File: src/rtl/irq_pick_pkg.sv
package irq_pick_pkg;
  typedef enum logic [1:0] {
    LVL_USER  = 2'd0,
    LVL_SUPER = 2'd1,
    LVL_RSVD  = 2'd2,
    LVL_MACH  = 2'd3
  } lvl_e;

  // Decoded view of the current privilege for gating
  typedef struct packed {
    logic at_mach;
    logic at_super;
    logic below_super;
  } lvl_view_t;

  function automatic lvl_view_t decode_lvl(input logic [1:0] code);
    lvl_view_t v;
    v.at_mach     = (code == LVL_MACH);
    v.at_super    = (code == LVL_SUPER);
    v.below_super = (code == LVL_USER) || (code == LVL_RSVD);
    return v;
  endfunction
endpackage

File: src/rtl/irq_pick_gate.sv
module irq_pick_gate
  import irq_pick_pkg::*;
#(
  parameter int W = 16
) (
  input  logic         clk,
  input  logic         rst_n,
  input  logic [W-1:0] req_i,
  input  logic [W-1:0] ena_i,
  input  logic [W-1:0] to_sup_i,
  input  logic [1:0]   priv_i,
  input  logic         mach_gie_i,
  input  logic         sup_gie_i,
  output logic [W-1:0] ok_o
);
  lvl_view_t lv;
  logic      mach_open;
  logic      sup_open;
  logic [W-1:0] cand;

  always_comb begin
    lv        = decode_lvl(priv_i);
    mach_open = !lv.at_mach || mach_gie_i;
    sup_open  = lv.below_super || (lv.at_super && sup_gie_i);
  end

  genvar g;
  generate
    for (g = 0; g < W; g++) begin : g_bit
      always_comb begin
        cand[g] = req_i[g] & ena_i[g];
        ok_o[g] = cand[g] & (to_sup_i[g] ? sup_open : mach_open);
      end
    end
  endgenerate

  // nothing qualifies that is not both raised and enabled
  p_only_candidates_r1: assert property (@(posedge clk) disable iff (!rst_n)
    (ok_o & ~(req_i & ena_i)) == '0);

  // supervisor-routed sources stay closed at machine privilege
  p_sup_closed_in_mach_r3: assert property (@(posedge clk) disable iff (!rst_n)
    (priv_i == 2'd3) |-> ((ok_o & to_sup_i) == '0));
endmodule

File: src/rtl/irq_pick_enc.sv
module irq_pick_enc #(
  parameter int W  = 16,
  parameter int CW = $clog2(W)
) (
  input  logic          clk,
  input  logic          rst_n,
  input  logic [W-1:0]  ok_i,
  output logic          any_o,
  output logic [CW-1:0] idx_o
);
  always_comb begin
    any_o = 1'b0;
    idx_o = '0;
    for (int i = W - 1; i >= 0; i--) begin
      if (ok_i[i]) begin
        any_o = 1'b1;
        idx_o = CW'(i);
      end
    end
  end

  // helper for the checks: bits strictly below the reported index
  logic [W-1:0] below_win;
  always_comb begin
    for (int j = 0; j < W; j++) below_win[j] = (CW'(j) < idx_o) && (j < W);
  end

  // the winner is qualified and no lower bit is
  p_winner_set_r5: assert property (@(posedge clk) disable iff (!rst_n)
    any_o |-> ok_i[idx_o]);
  p_no_lower_r5: assert property (@(posedge clk) disable iff (!rst_n)
    any_o |-> ((ok_i & below_win) == '0));
  // idle reports index zero
  p_idle_zero_r7: assert property (@(posedge clk) disable iff (!rst_n)
    !any_o |-> (idx_o == '0));
endmodule

File: src/rtl/irq_pick_out.sv
module irq_pick_out #(
  parameter int CW      = 4,
  parameter bit REG_OUT = 1'b0
) (
  input  logic          clk,
  input  logic          rst_n,
  input  logic          any_i,
  input  logic [CW-1:0] idx_i,
  output logic          take_o,
  output logic [CW-1:0] cause_o
);
  generate
    if (REG_OUT) begin : g_reg
      always_ff @(posedge clk or negedge rst_n) begin
        if (!rst_n) begin
          take_o  <= 1'b0;
          cause_o <= '0;
        end else begin
          take_o  <= any_i;
          cause_o <= idx_i;
        end
      end
      // registered variant lags by exactly one clock
      p_reg_lag_r8: assert property (@(posedge clk) disable iff (!rst_n)
        1'b1 |=> (take_o == $past(any_i)) && (cause_o == $past(idx_i)));
    end else begin : g_pass
      always_comb begin
        take_o  = any_i;
        cause_o = idx_i;
      end
    end
  endgenerate
endmodule

File: src/rtl/irq_pick_top.sv
module irq_pick_top #(
  parameter int W       = 16,
  parameter int CW      = $clog2(W),
  parameter bit REG_OUT = 1'b0
) (
  input  logic          clk,
  input  logic          rst_n,
  input  logic [W-1:0]  req_i,
  input  logic [W-1:0]  ena_i,
  input  logic [W-1:0]  to_sup_i,
  input  logic [1:0]    priv_i,
  input  logic          mach_gie_i,
  input  logic          sup_gie_i,
  output logic          take_o,
  output logic [CW-1:0] cause_o
);
  logic [W-1:0]  ok;
  logic          any;
  logic [CW-1:0] idx;

  irq_pick_gate #(.W(W)) u_gate (
    .clk(clk), .rst_n(rst_n),
    .req_i(req_i), .ena_i(ena_i), .to_sup_i(to_sup_i),
    .priv_i(priv_i), .mach_gie_i(mach_gie_i), .sup_gie_i(sup_gie_i),
    .ok_o(ok)
  );

  irq_pick_enc #(.W(W), .CW(CW)) u_enc (
    .clk(clk), .rst_n(rst_n), .ok_i(ok), .any_o(any), .idx_o(idx)
  );

  irq_pick_out #(.CW(CW), .REG_OUT(REG_OUT)) u_out (
    .clk(clk), .rst_n(rst_n), .any_i(any), .idx_i(idx),
    .take_o(take_o), .cause_o(cause_o)
  );

  // machine-routed sources are closed at machine privilege with the gate off
  p_mach_gate_r2: assert property (@(posedge clk) disable iff (!rst_n)
    (priv_i == 2'd3 && !mach_gie_i) |-> !any);
  // a take decision needs a raised and enabled source
  p_take_needs_cand_r6: assert property (@(posedge clk) disable iff (!rst_n)
    any |-> ((req_i & ena_i) != '0));
  // at user level any raised and enabled source is taken
  p_user_open_r3: assert property (@(posedge clk) disable iff (!rst_n)
    (priv_i == 2'd0 && (req_i & ena_i) != '0) |-> any);
endmodule

File: config.mk
export PLATFORM = sky130hd
export DESIGN_NAME = irq_pick_top
export DESIGN_NICKNAME = d
export VERILOG_FILES = /design/src/rtl/irq_pick_pkg.sv /design/src/rtl/irq_pick_gate.sv /design/src/rtl/irq_pick_enc.sv /design/src/rtl/irq_pick_out.sv /design/src/rtl/irq_pick_top.sv
export SDC_FILE = /design/constraint.sdc
export NUM_CORES = 1
export LEC_CHECK = 0
export BUFFER_PORTS_ARGS = -buffer_cell sky130_fd_sc_hd__buf_2
export CAP_MARGIN = 25
export CORE_MARGIN = 2
export CORE_UTILIZATION = 38
export DETAILED_ROUTE_END_ITERATION = 10
export PLACE_DENSITY = 0.9
export SYNTH_ARGS = -nofsm -noshare
export SYNTH_HDL_FRONTEND = slang
export SYNTH_HIERARCHICAL = 1
export SYNTH_SLANG_ARGS = --single-unit
File: constraint.sdc
create_clock -name vclk -period 4
set_input_delay 0.8 -clock vclk [all_inputs]
set_output_delay 0.8 -clock vclk [all_outputs]
set_load 0.005 [all_outputs]
==> impl_metrics.py <==
metrics = {
    "outcome": {
        "status": "finished clean",
    },
    "routing": {
        "ant_nets": 0,
        "drc": 0,
        "via_per_inst": 5.47,
        "wire_per_inst_microns": 11.5,
        "drt_wl_total_microns": 1790,
        "vias": 854,
        "first_pass_iters": 4,
        "initialDrtViolationCount": 19,
    },
    "critical_path": {
        "crit_type": "primary input to output pin",
        "path_max_fanout": 16,
        "endpoint_kind": "output pin",
        "critPathArrivalTime_ps": 2400,
        "critical_path_required_ps": 3200,
        "setup.worst_path.start": "mach_gie_i",
        "startpoint_type": "primary input",
    },
    "pwr": {
        "p_leak_uw": 0.000395,
        "total_power_uw": 83.7,
        "irDropWorstVdd_v": 0.0000499,
        "p_per_area_nw_per_um2": 111,
    },
    "cells_and_area": {
        "diodes": 0,
        "seqCellArea_sq_um": 0,
        "utilization": 0.597,
        "mostFrequentLayoutCell": "buf_2",
        "nets": 197,
        "drive_above_1_share": 0.440,
        "syn2layout_area_growth_pct": 48.6,
        "final_cell_mix": "buf_2 (57), nor2_1 (23), nand2_1 (21)",
        "fin_cells": 156,
        "seq_cells": 0,
        "nClkBuffers": 0,
    },
    "yosys": {
        "synthCells": 91,
        "syn_avg_cell_area_sq_um": 5.60,
        "ys_warn_count": 6,
        "syn_area_sq_um": 509,
        "synth.distinct_cells": 21,
        "yosysSeqAreaShare": 0,
        "synth_fp_nets": 145,
    },
    "floorplanning": {
        "die_x_microns": 40.6,
        "start_util": 0.401,
        "coreArea_sq_um": 1270,
        "fp-row-count": 13,
        "ios": 59,
        "dieHeight_microns": 40.6,
        "die_area_sq_um": 1650,
    },
    "grt": {
        "grt_pass1_wl_microns": 2760,
        "antenna_found_initial": 0,
        "grt_usage": 0.236,
        "grt_pass1_vias": 695,
        "grt_max_degree": 17,
        "gr-total-overflow": 0,
    },
    "flow_run": {
        "max-cap-violations": 0,
    },
    "sta": {
        "setup_violations": 0,
        "final.period_utilization": 0.799,
        "rsz0062_at_grt": "false",
        "hold-worst-slack_ps": 2020,
        "worst_pin_slew_ps": 546,
        "min_period_ps": 3200,
        "tns_ps": 0,
        "slew_headroom": 0.634,
        "fmax_mhz": 313,
        "hold_violations": 0,
        "slew_viol_final": 0,
    },
    "hold_path": {
        "hp-start": "to_sup_i[0]",
        "hold_class": "primary input to output pin",
    },
    "clock_tree": {
        "ctsHoldBuffers": 0,
        "cts-resized-gates": 0,
        "postCtsSetupBuffers": 0,
    },
    "place": {
        "place_inst": 156,
        "dp_hpwl_microns": 1500,
        "place_congestion": 0.742,
        "io_buffers": 57,
    },
}
==> metal layers <==
metal	routed length, microns	GRT usage	vias up
li1	-	-	423
met1	667	0.260	367
met2	919	0.480	58
met3	161	0.00556	6
met4	39	0.0583	0
met5	0	0	-
==> through the flow <==
stage	setup slack, ps	cell area (sq um)
detailed placement	812	757
CTS	807	757
floorplan	1080	509
finish	802	757
global route	658	757
global placement	894	757
==> report_power, final <==
group	leakage [uW]	internal, uW	switching (uW)
sequential	0	0	0
combinational	0.000395	41.3	42.4
clock	0	0	0
total	0.000395	41.3	42.4
==> critical path: stages <==
cell      delay (ps)
buf_2             90
nand3b_2         390
nor2_1           180
a211oi_1         110
nor4_2           360
and3_1           230
nand4_1           90
buf_2            140
==> final timing paths <==
path    endpoint  cells after the start
max       take_o                      8
min   cause_o[0]                      4
==> final cells by class <==
| class | instances | area (sq um) |
|---|---|---|
| Multi-Input combinational cell | 80 | 438 |
| Inverter | 4 | 15.0 |
| Fill cell | 135 | 512 |
| Timing Repair Buffer | 57 | 285 |
| Tap cell | 15 | 18.8 |
==> synthesized netlist by cell type, drive strengths merged <==
library cell / instances / area [sq um]
nand4: 1 / 6.26
and3: 1 / 6.26
nor4: 2 / 25.0
nor2: 23 / 86.3
o22ai: 1 / 6.26
o31ai: 1 / 7.51
nor2b: 1 / 6.26
a21boi: 1 / 18.8
nand2: 21 / 78.8
a21oi: 4 / 20.0
a211oi: 16 / 120
o311a: 1 / 11.3
buf: 7 / 56.3
nand3: 1 / 5.00
nor3b: 1 / 7.51
o21ai: 1 / 5.00
a31oi: 1 / 6.26
inv: 4 / 15.0
nand3b: 1 / 11.3
nor3: 2 / 10.0
==> kinds of logic (layout without fill, tap and decap cells) <==
logic type,after synthesis,in the layout,synth area share
AO/OA/AOI/OAI,26,26,0.383
buffers and inverters,11,61,0.140
AND/OR/NAND/NOR,54,54,0.477
Power figures use the tool's default switching activity.
